[config.mk]
export PLATFORM = sky130hd
export DESIGN_NAME = supcall_entry
export DESIGN_NICKNAME = d
export VERILOG_FILES = /design/src/rtl/supcall_entry.sv
export SDC_FILE = /design/constraint.sdc
export NUM_CORES = 1
export LEC_CHECK = 0
export CAP_MARGIN = 40
export CORE_MARGIN = 5
export CORE_UTILIZATION = 41
export CTS_BUF_LIST = sky130_fd_sc_hd__clkbuf_16
export DETAILED_ROUTE_END_ITERATION = 7
export GPL_ROUTABILITY_DRIVEN = 1
export PLACE_DENSITY = 0.9
export SYNTH_ARGS = -nofsm -noshare
export SYNTH_HDL_FRONTEND = slang
export SYNTH_SLANG_ARGS = --single-unit
[constraint.sdc]
create_clock -name clk -period 4.8 [get_ports clk]
set_clock_uncertainty 0.05 [all_clocks]
set_input_delay 1.2 -clock clk [delete_from_list [all_inputs] [get_ports clk]]
set_output_delay 1.2 -clock clk [all_outputs]
set_load 0.1 [all_outputs]
[src/rtl/supcall_entry.sv]
module supcall_entry #(
  parameter logic [31:0] VEC_ADDR  = 32'h0000_0008,
  parameter logic [31:0] HVEC_ADDR = 32'h0000_0014,
  parameter logic [4:0]  SUP_MODE  = 5'b10011,
  parameter logic [4:0]  HYP_MODE  = 5'b11010,
  parameter logic [5:0]  EXC_CLASS = 6'h11
) (
  input  logic        clk,
  input  logic        rst_n,
  input  logic        instr_valid,
  input  logic [31:0] instr,
  input  logic        compact,
  input  logic [31:0] pc_in,
  input  logic [3:0]  flags,
  input  logic [4:0]  mode_in,
  input  logic        route_hyp,
  output logic        redirect,
  output logic        flush,
  output logic [31:0] ret_addr,
  output logic [31:0] vec_pc,
  output logic [4:0]  mode_out,
  output logic [4:0]  saved_mode,
  output logic [3:0]  flags_out,
  output logic [23:0] imm_out,
  output logic [31:0] syndrome,
  output logic        to_hyp
);

  localparam logic [3:0] COND_AL = 4'b1110;

  logic       n_f, z_f, c_f, v_f;
  logic       wide_hit, short_hit, cond_ok, take;
  logic [3:0] cond;
  logic [23:0] imm;

  assign {n_f, z_f, c_f, v_f} = flags;
  assign wide_hit  = !compact && (instr[27:24] == 4'b1111);
  assign short_hit = compact && (instr[15:8] == 8'hDF);
  assign cond      = compact ? COND_AL : instr[31:28];
  assign imm       = compact ? {16'h0, instr[7:0]} : instr[23:0];

  always_comb begin
    unique case (cond)
      4'h0: cond_ok = z_f;
      4'h1: cond_ok = !z_f;
      4'h2: cond_ok = c_f;
      4'h3: cond_ok = !c_f;
      4'h4: cond_ok = n_f;
      4'h5: cond_ok = !n_f;
      4'h6: cond_ok = v_f;
      4'h7: cond_ok = !v_f;
      4'h8: cond_ok = c_f && !z_f;
      4'h9: cond_ok = !c_f || z_f;
      4'hA: cond_ok = n_f == v_f;
      4'hB: cond_ok = n_f != v_f;
      4'hC: cond_ok = !z_f && (n_f == v_f);
      4'hD: cond_ok = z_f || (n_f != v_f);
      4'hE: cond_ok = 1'b1;
      default: cond_ok = 1'b0;
    endcase
  end

  assign take = instr_valid && (wide_hit || short_hit) && cond_ok;

  always_ff @(posedge clk) begin
    if (!rst_n) begin
      redirect   <= 1'b0;
      flush      <= 1'b0;
      ret_addr   <= '0;
      vec_pc     <= '0;
      mode_out   <= '0;
      saved_mode <= '0;
      flags_out  <= '0;
      imm_out    <= '0;
      syndrome   <= '0;
      to_hyp     <= 1'b0;
    end else begin
      flags_out  <= flags;
      redirect   <= take;
      flush      <= take;
      ret_addr   <= take ? pc_in + (compact ? 32'd2 : 32'd4) : '0;
      vec_pc     <= take ? (route_hyp ? HVEC_ADDR : VEC_ADDR) : '0;
      mode_out   <= take ? (route_hyp ? HYP_MODE : SUP_MODE) : '0;
      saved_mode <= take ? mode_in : '0;
      imm_out    <= take ? imm : '0;
      syndrome   <= take ? {EXC_CLASS, !compact, 9'h0, imm[15:0]} : '0;
      to_hyp     <= take && route_hyp;
    end
  end

  a_r4_ret_offset: assert property (@(posedge clk) disable iff (!rst_n)
    redirect |-> ret_addr == $past(pc_in) + ($past(compact) ? 32'd2 : 32'd4));

  a_r3_idle_no_entry: assert property (@(posedge clk) disable iff (!rst_n)
    ($past(rst_n) && !$past(instr_valid)) |-> !redirect && !flush);

  a_r3_quiet_outputs: assert property (@(posedge clk) disable iff (!rst_n)
    !redirect |-> (ret_addr == '0 && vec_pc == '0 && syndrome == '0 && imm_out == '0));

  a_r6_flags_kept: assert property (@(posedge clk) disable iff (!rst_n)
    $past(rst_n) |-> flags_out == $past(flags));

  a_r5_mode_legal: assert property (@(posedge clk) disable iff (!rst_n)
    redirect |-> (mode_out == (to_hyp ? HYP_MODE : SUP_MODE)));

  a_r7_class: assert property (@(posedge clk) disable iff (!rst_n)
    redirect |-> syndrome[31:26] == EXC_CLASS && syndrome[25] == !$past(compact));

endmodule

## After elaboration in Yosys (flattened, before gate mapping)

Cells that the tools add are included.

- Register bits: 136
- Input port bits: 78
- Output and inout bits: 137
- Logic and storage cells: 57

- Add/sub/neg operators: 1
- Eq/ne operators: 18
- Mux-type cells: 7
- Bitwise gates (word level): 2
- Reductions and logical operators: 18

Operators with widths:

| cell | number |
|---|---|
| adder 32 x 3 -> 32 bit | 1 |
| == test 4 bit (second input constant) | 8 |
| two-way mux 31 bit | 1 |
| == test 4 x 3 -> 1 bit (second input constant) | 4 |
| two-way mux 16 bit | 1 |
| one-hot mux 1 bit (15 select lines) | 1 |
| == test 4 x 2 -> 1 bit (second input constant) | 2 |
| == test 8 bit (second input constant) | 1 |
| two-way mux 4 bit | 2 |
| logical AND 1 bit | 7 |
| zero test 1 bit | 5 |
| two-way mux 5 bit | 1 |
| == test 4 x 1 -> 1 bit (second input constant) | 1 |
| zero test 4 bit | 1 |
| logical OR 1 bit | 3 |
| two-way mux 3 bit | 1 |
| OR reduction 3 bit | 1 |
| inverter 1 bit | 2 |
| AND reduction 2 bit | 1 |
| == test 1 bit | 1 |
| inequality test 1 bit | 1 |

## Logic depth before layout (Yosys ltp)

- Word-level depth: 7
- Gate-level depth with buffers: 8
- Mapped depth without buffers: 7

## Worst setup path before layout

No wires, ideal clock.

- Path type: input port to flip-flop
- From: in compact
- To: reg ret_addr[25]
- Library setup time: 86 ps
- Arrival: 2968 ps
- Required time: 4664 ps
- Path slack: 1697 ps
- Stages on the path: 8
- Path buffers: 1
- Path through: clkinv_1 clkbuf_1 fa_1 nand2_1 nor4_4 nand4_1 xor2_1 a211oi_1

- Word-level cells in the longest chain between the ends: 6
- Elaborated cells on any way between the ends: 26
- Classes of those cells: add/sub (1); eq/ne (14); mux (3); reduce/logical (8)

Ends and longest elaborated chain:

| item | RTL line | text |
|---|---|---|
| from (decl) | 12 | `input logic compact,` |
| branches (longest 6 deep; another with adder 32 x 3 -> 32 bit) | -- |  |
| to (signal assigned) | 81 | `ret_addr <= take ? pc_in + (compact ? 32'd2 : 32'd4) : '0;` |
| to (decl) | 19 | `output logic [31:0] ret_addr,` |

Several ways; the timed one is not identified.
A chain may end at the register's enable or synchronous reset.

## Final worst setup path

- From: in compact
- To: reg ret_addr[24]

Same word-level chain as after synthesis.

==> flow_summary.ini <==
[status]
run_status = finished clean

[route]
routedWlPerCell_microns = 19.90
detail_route.first_pass.iterations = 4
routed_wl_mm = 14.67
detailroute.via_count = 3794
detail_route.iter0.violations = 186
detail_route.drc_violations = 0
ant_nets = 0
drt-vias-per-instance = 5.148

[final_layout]
share_of_layout_cells_above_drive_strength_1_pct = 24.32
fill_cells = 430
layout.nets = 705
inserted_diodes = 0
fin_cells = 737
multi_input_comb_area_sq_um = 1735
final-seq-area_sq_um = 1421
areaGrowthSynthToFinish_pct = 89.71
final_area_sq_um = 6990

[floorplan]
die_w_microns = 104.8
overall_die_height_microns = 104.8
initial_core_util_pct = 42.25
rows = 34
die-area_sq_um = 10980
top_level_pins = 215
core_area_sq_um = 8721

[placed_design]
routabilityCongestion = 0.9092
port-buffer-count = 171
place_inst = 721
pre_cts_ws_ns = 0.9216
dp_hpwl_mm = 11.04
place_area_sq_um = 6669

[global_routing]
initial_antenna_violation_count = 0
grt_util_all_layers_pct = 26.15
globalRouteOverflowTotal = 0
vias_in_the_first_global_route = 4134
grt_max_degree = 34
grt_first_pass_wirelength_mm = 22.58

[synth]
synth.lib_cells_used.distinct = 45
synth_top_family_by_area = buffers and inverters
synth_area_per_cell_sq_um = 9.376
multiplexer_fraction_of_the_synthesized_cell_area_pct = 0.8149
synth.yosys.warnings = 0
yosysTopAreaCellShare_pct = 38.57
synth-main-ff-cell = sky130_fd_sc_hd__dfxtp_1
post-synth-top-count-cell = sky130_fd_sc_hd__dfxtp_1
asyncSetResetFlopFracSynth_pct = 0
edff_count_synth = 0
synth-simple-area-share_pct = 15.79
synth_compound_gate_area_share_pct = 16.94
synth_top_cell_by_area = sky130_fd_sc_hd__dfxtp_1
netlist_area_sq_um = 3685
synth-adder-area-share_pct = 1.222
postSynthRegisterBits = 71
synth_xor_xnor_area_share_pct = 7.606
synth_top_cells_by_count = sky130_fd_sc_hd__dfxtp_1 (71), sky130_fd_sc_hd__buf_4 (67), sky130_fd_sc_hd__a211oi_1 (31), sky130_fd_sc_hd__a21oi_2 (31)
synth_cells = 393
yosysSeqAreaShare_pct = 38.57
synth.area.top_cells = sky130_fd_sc_hd__dfxtp_1 (39%), sky130_fd_sc_hd__buf_4 (14%), sky130_fd_sc_hd__a21oi_2 (7.4%)

[sta]
timing_hold_violations_final = 0
layout_min_cycle_time_ns = 3.597
upper_clock_frequency_limit_mhz = 278.0
relSlewSlack_pct = 49.69
rsz0062_at_grt = no
final.setup.tns_ns = 0
whs_ns = 1.381
worst_slew_pin_slew_ns = 0.7530
final-setup-viol-count = 0
slew_violations = 0
layout_setup_ws_ns = 1.203
post-route-period-util_pct = 74.95

[worst_setup_path]
crit_type = primary input to flip-flop
cp_capture_type = flip-flop
worst_path_max_delay_cell = sky130_fd_sc_hd__clkdlybuf4s50_1
worst-endpoint-arrival_ns = 3.79
cp_cell_sequence = clkdlybuf4s50_1, clkinv_1, ha_1, a21o_1, nand3_2, nor4_1, xnor2_1, a211oi_1
critPathRequiredTime_ns = 4.99
timing.critical_path.from_type = primary input
timing.critical_path.slowest_cell_delay_ns = 0.70
path_max_fanout = 10

[run]
maxCapViolations = 0

[clock_network]
clk_root_buffer_cell = sky130_fd_sc_hd__clkbuf_16
cts_setup_buffers = 0
cts_resized = 0
cts_htree_levels = 3
tritoncts = yes
cts.clk_slew.worst_paths_ns = 0.06
cts_hold_buf = 0
cts_max_path_buffers = 2
clkSinkCount = 71
cts_made_buffers = 9

[hold_path]
timing.hold.worst_endpoint = imm_out[1]$_SDFF_PN0_
worst_hold_startpoint = instr[1]
timing.hold.worst_path_depth = 3
worst_hold_path_class = primary input to flip-flop

[pwr]
power.leakage_uw = 0.002611
powerDensity_nw_per_um2 = 241.0
vdd.ir_drop.worst_uv = 171.3
## where the power goes
group	internal, uW	total, uW	leakage [uW]	switching [uW]
sequential	592	593	0.000573	1.05
combinational	101	367	0.00189	266
clock	456	724	0.000150	268
total	1150	1680	0.00261	535
## cell usage in the layout, fill, tap and decap left out, drive strengths merged, types with 4 or more instances in the layout
| cell type | n |
|---|---|
| buf | 102 |
| a21oi | 42 |
| clkdlybuf4s50 | 171 |
| dfxtp | 71 |
| conb | 43 |
| nand2 | 26 |
| clkbuf | 9 |
| nand3 | 27 |
| nor2 | 4 |
| xnor2 | 19 |
| nand4 | 13 |
| nor3 | 7 |
| xor2 | 13 |
| and2 | 5 |
| and3 | 6 |
| a211oi | 31 |
## registers in the layout, summed over array words and instances, names as in the netlist
signal,count
ret_addr,32
imm_out,23
saved_mode,5
flags_out,4
mode_out,3
syndrome,3
to_hyp,1
## worst max path at each step
stage | startpoint | end | slack, ns | cells after the start
after floorplan | compact | ret_addr[25]$_SDFF_PN0_ | 1.70 | 8
after global placement | instr[31] | imm_out[9]$_SDFF_PN0_ | 1.0 | 7
final | compact | ret_addr[24]$_SDFF_PN0_ | 1.20 | 8
after detailed placement | compact | ret_addr[24]$_SDFF_PN0_ | 0.92 | 8
after CTS | compact | ret_addr[24]$_SDFF_PN0_ | 1.27 | 8
after global routing | compact | ret_addr[24]$_SDFF_PN0_ | 0.93 | 8
## cells by family after synthesis
family / Yosys count
buffers and inverters: 98
adders and majority gates: 3
xor gates and xnor gates: 32
muxes: 3
DFF: 71
other: 1
and+or+nand+nor: 105
AOI/OAI and AO/OA: 80
## metal layers
| layer | global-route usage (%) | part of all wire (%) |
|---|---|---|
| met5 | 0 | 0 |
| met4 | 14.16 | 5.3 |
| met3 | 6.104 | 6.9 |
| met2 | 49.10 | 54 |
| met1 | 26.33 | 33 |
## critical path: cells and delay by family
family / cells / cell delay, ns
buffers and inverters: 2 / 0.93
AND/OR/NAND/NOR: 2 / 0.78
AO/OA/AOI/OAI: 2 / 0.43
adder cells (fa/ha/maj): 1 / 0.33
XOR/XNOR: 1 / 0.13
## final cells by class
cell class	instances	area share (%)
inverters	3	0.1611
flip-flops and latches	71	20.33
clock inverters	7	1.378
well taps	108	1.933
clock buffers	9	3.222
repair buffers	273	48.15
multi-input cells	266	24.83
## stage by stage
stage / utilization, % / total power, uW
CTS: 80.16 / 1688
floorplan: - / 881.7
global placement: 58.02 / 945.8
finish: 80.16 / 1685
detailed placement: 76.47 / 968.2
global route: 80.16 / 1733
Note: power is estimated with default switching activity, not from simulation.
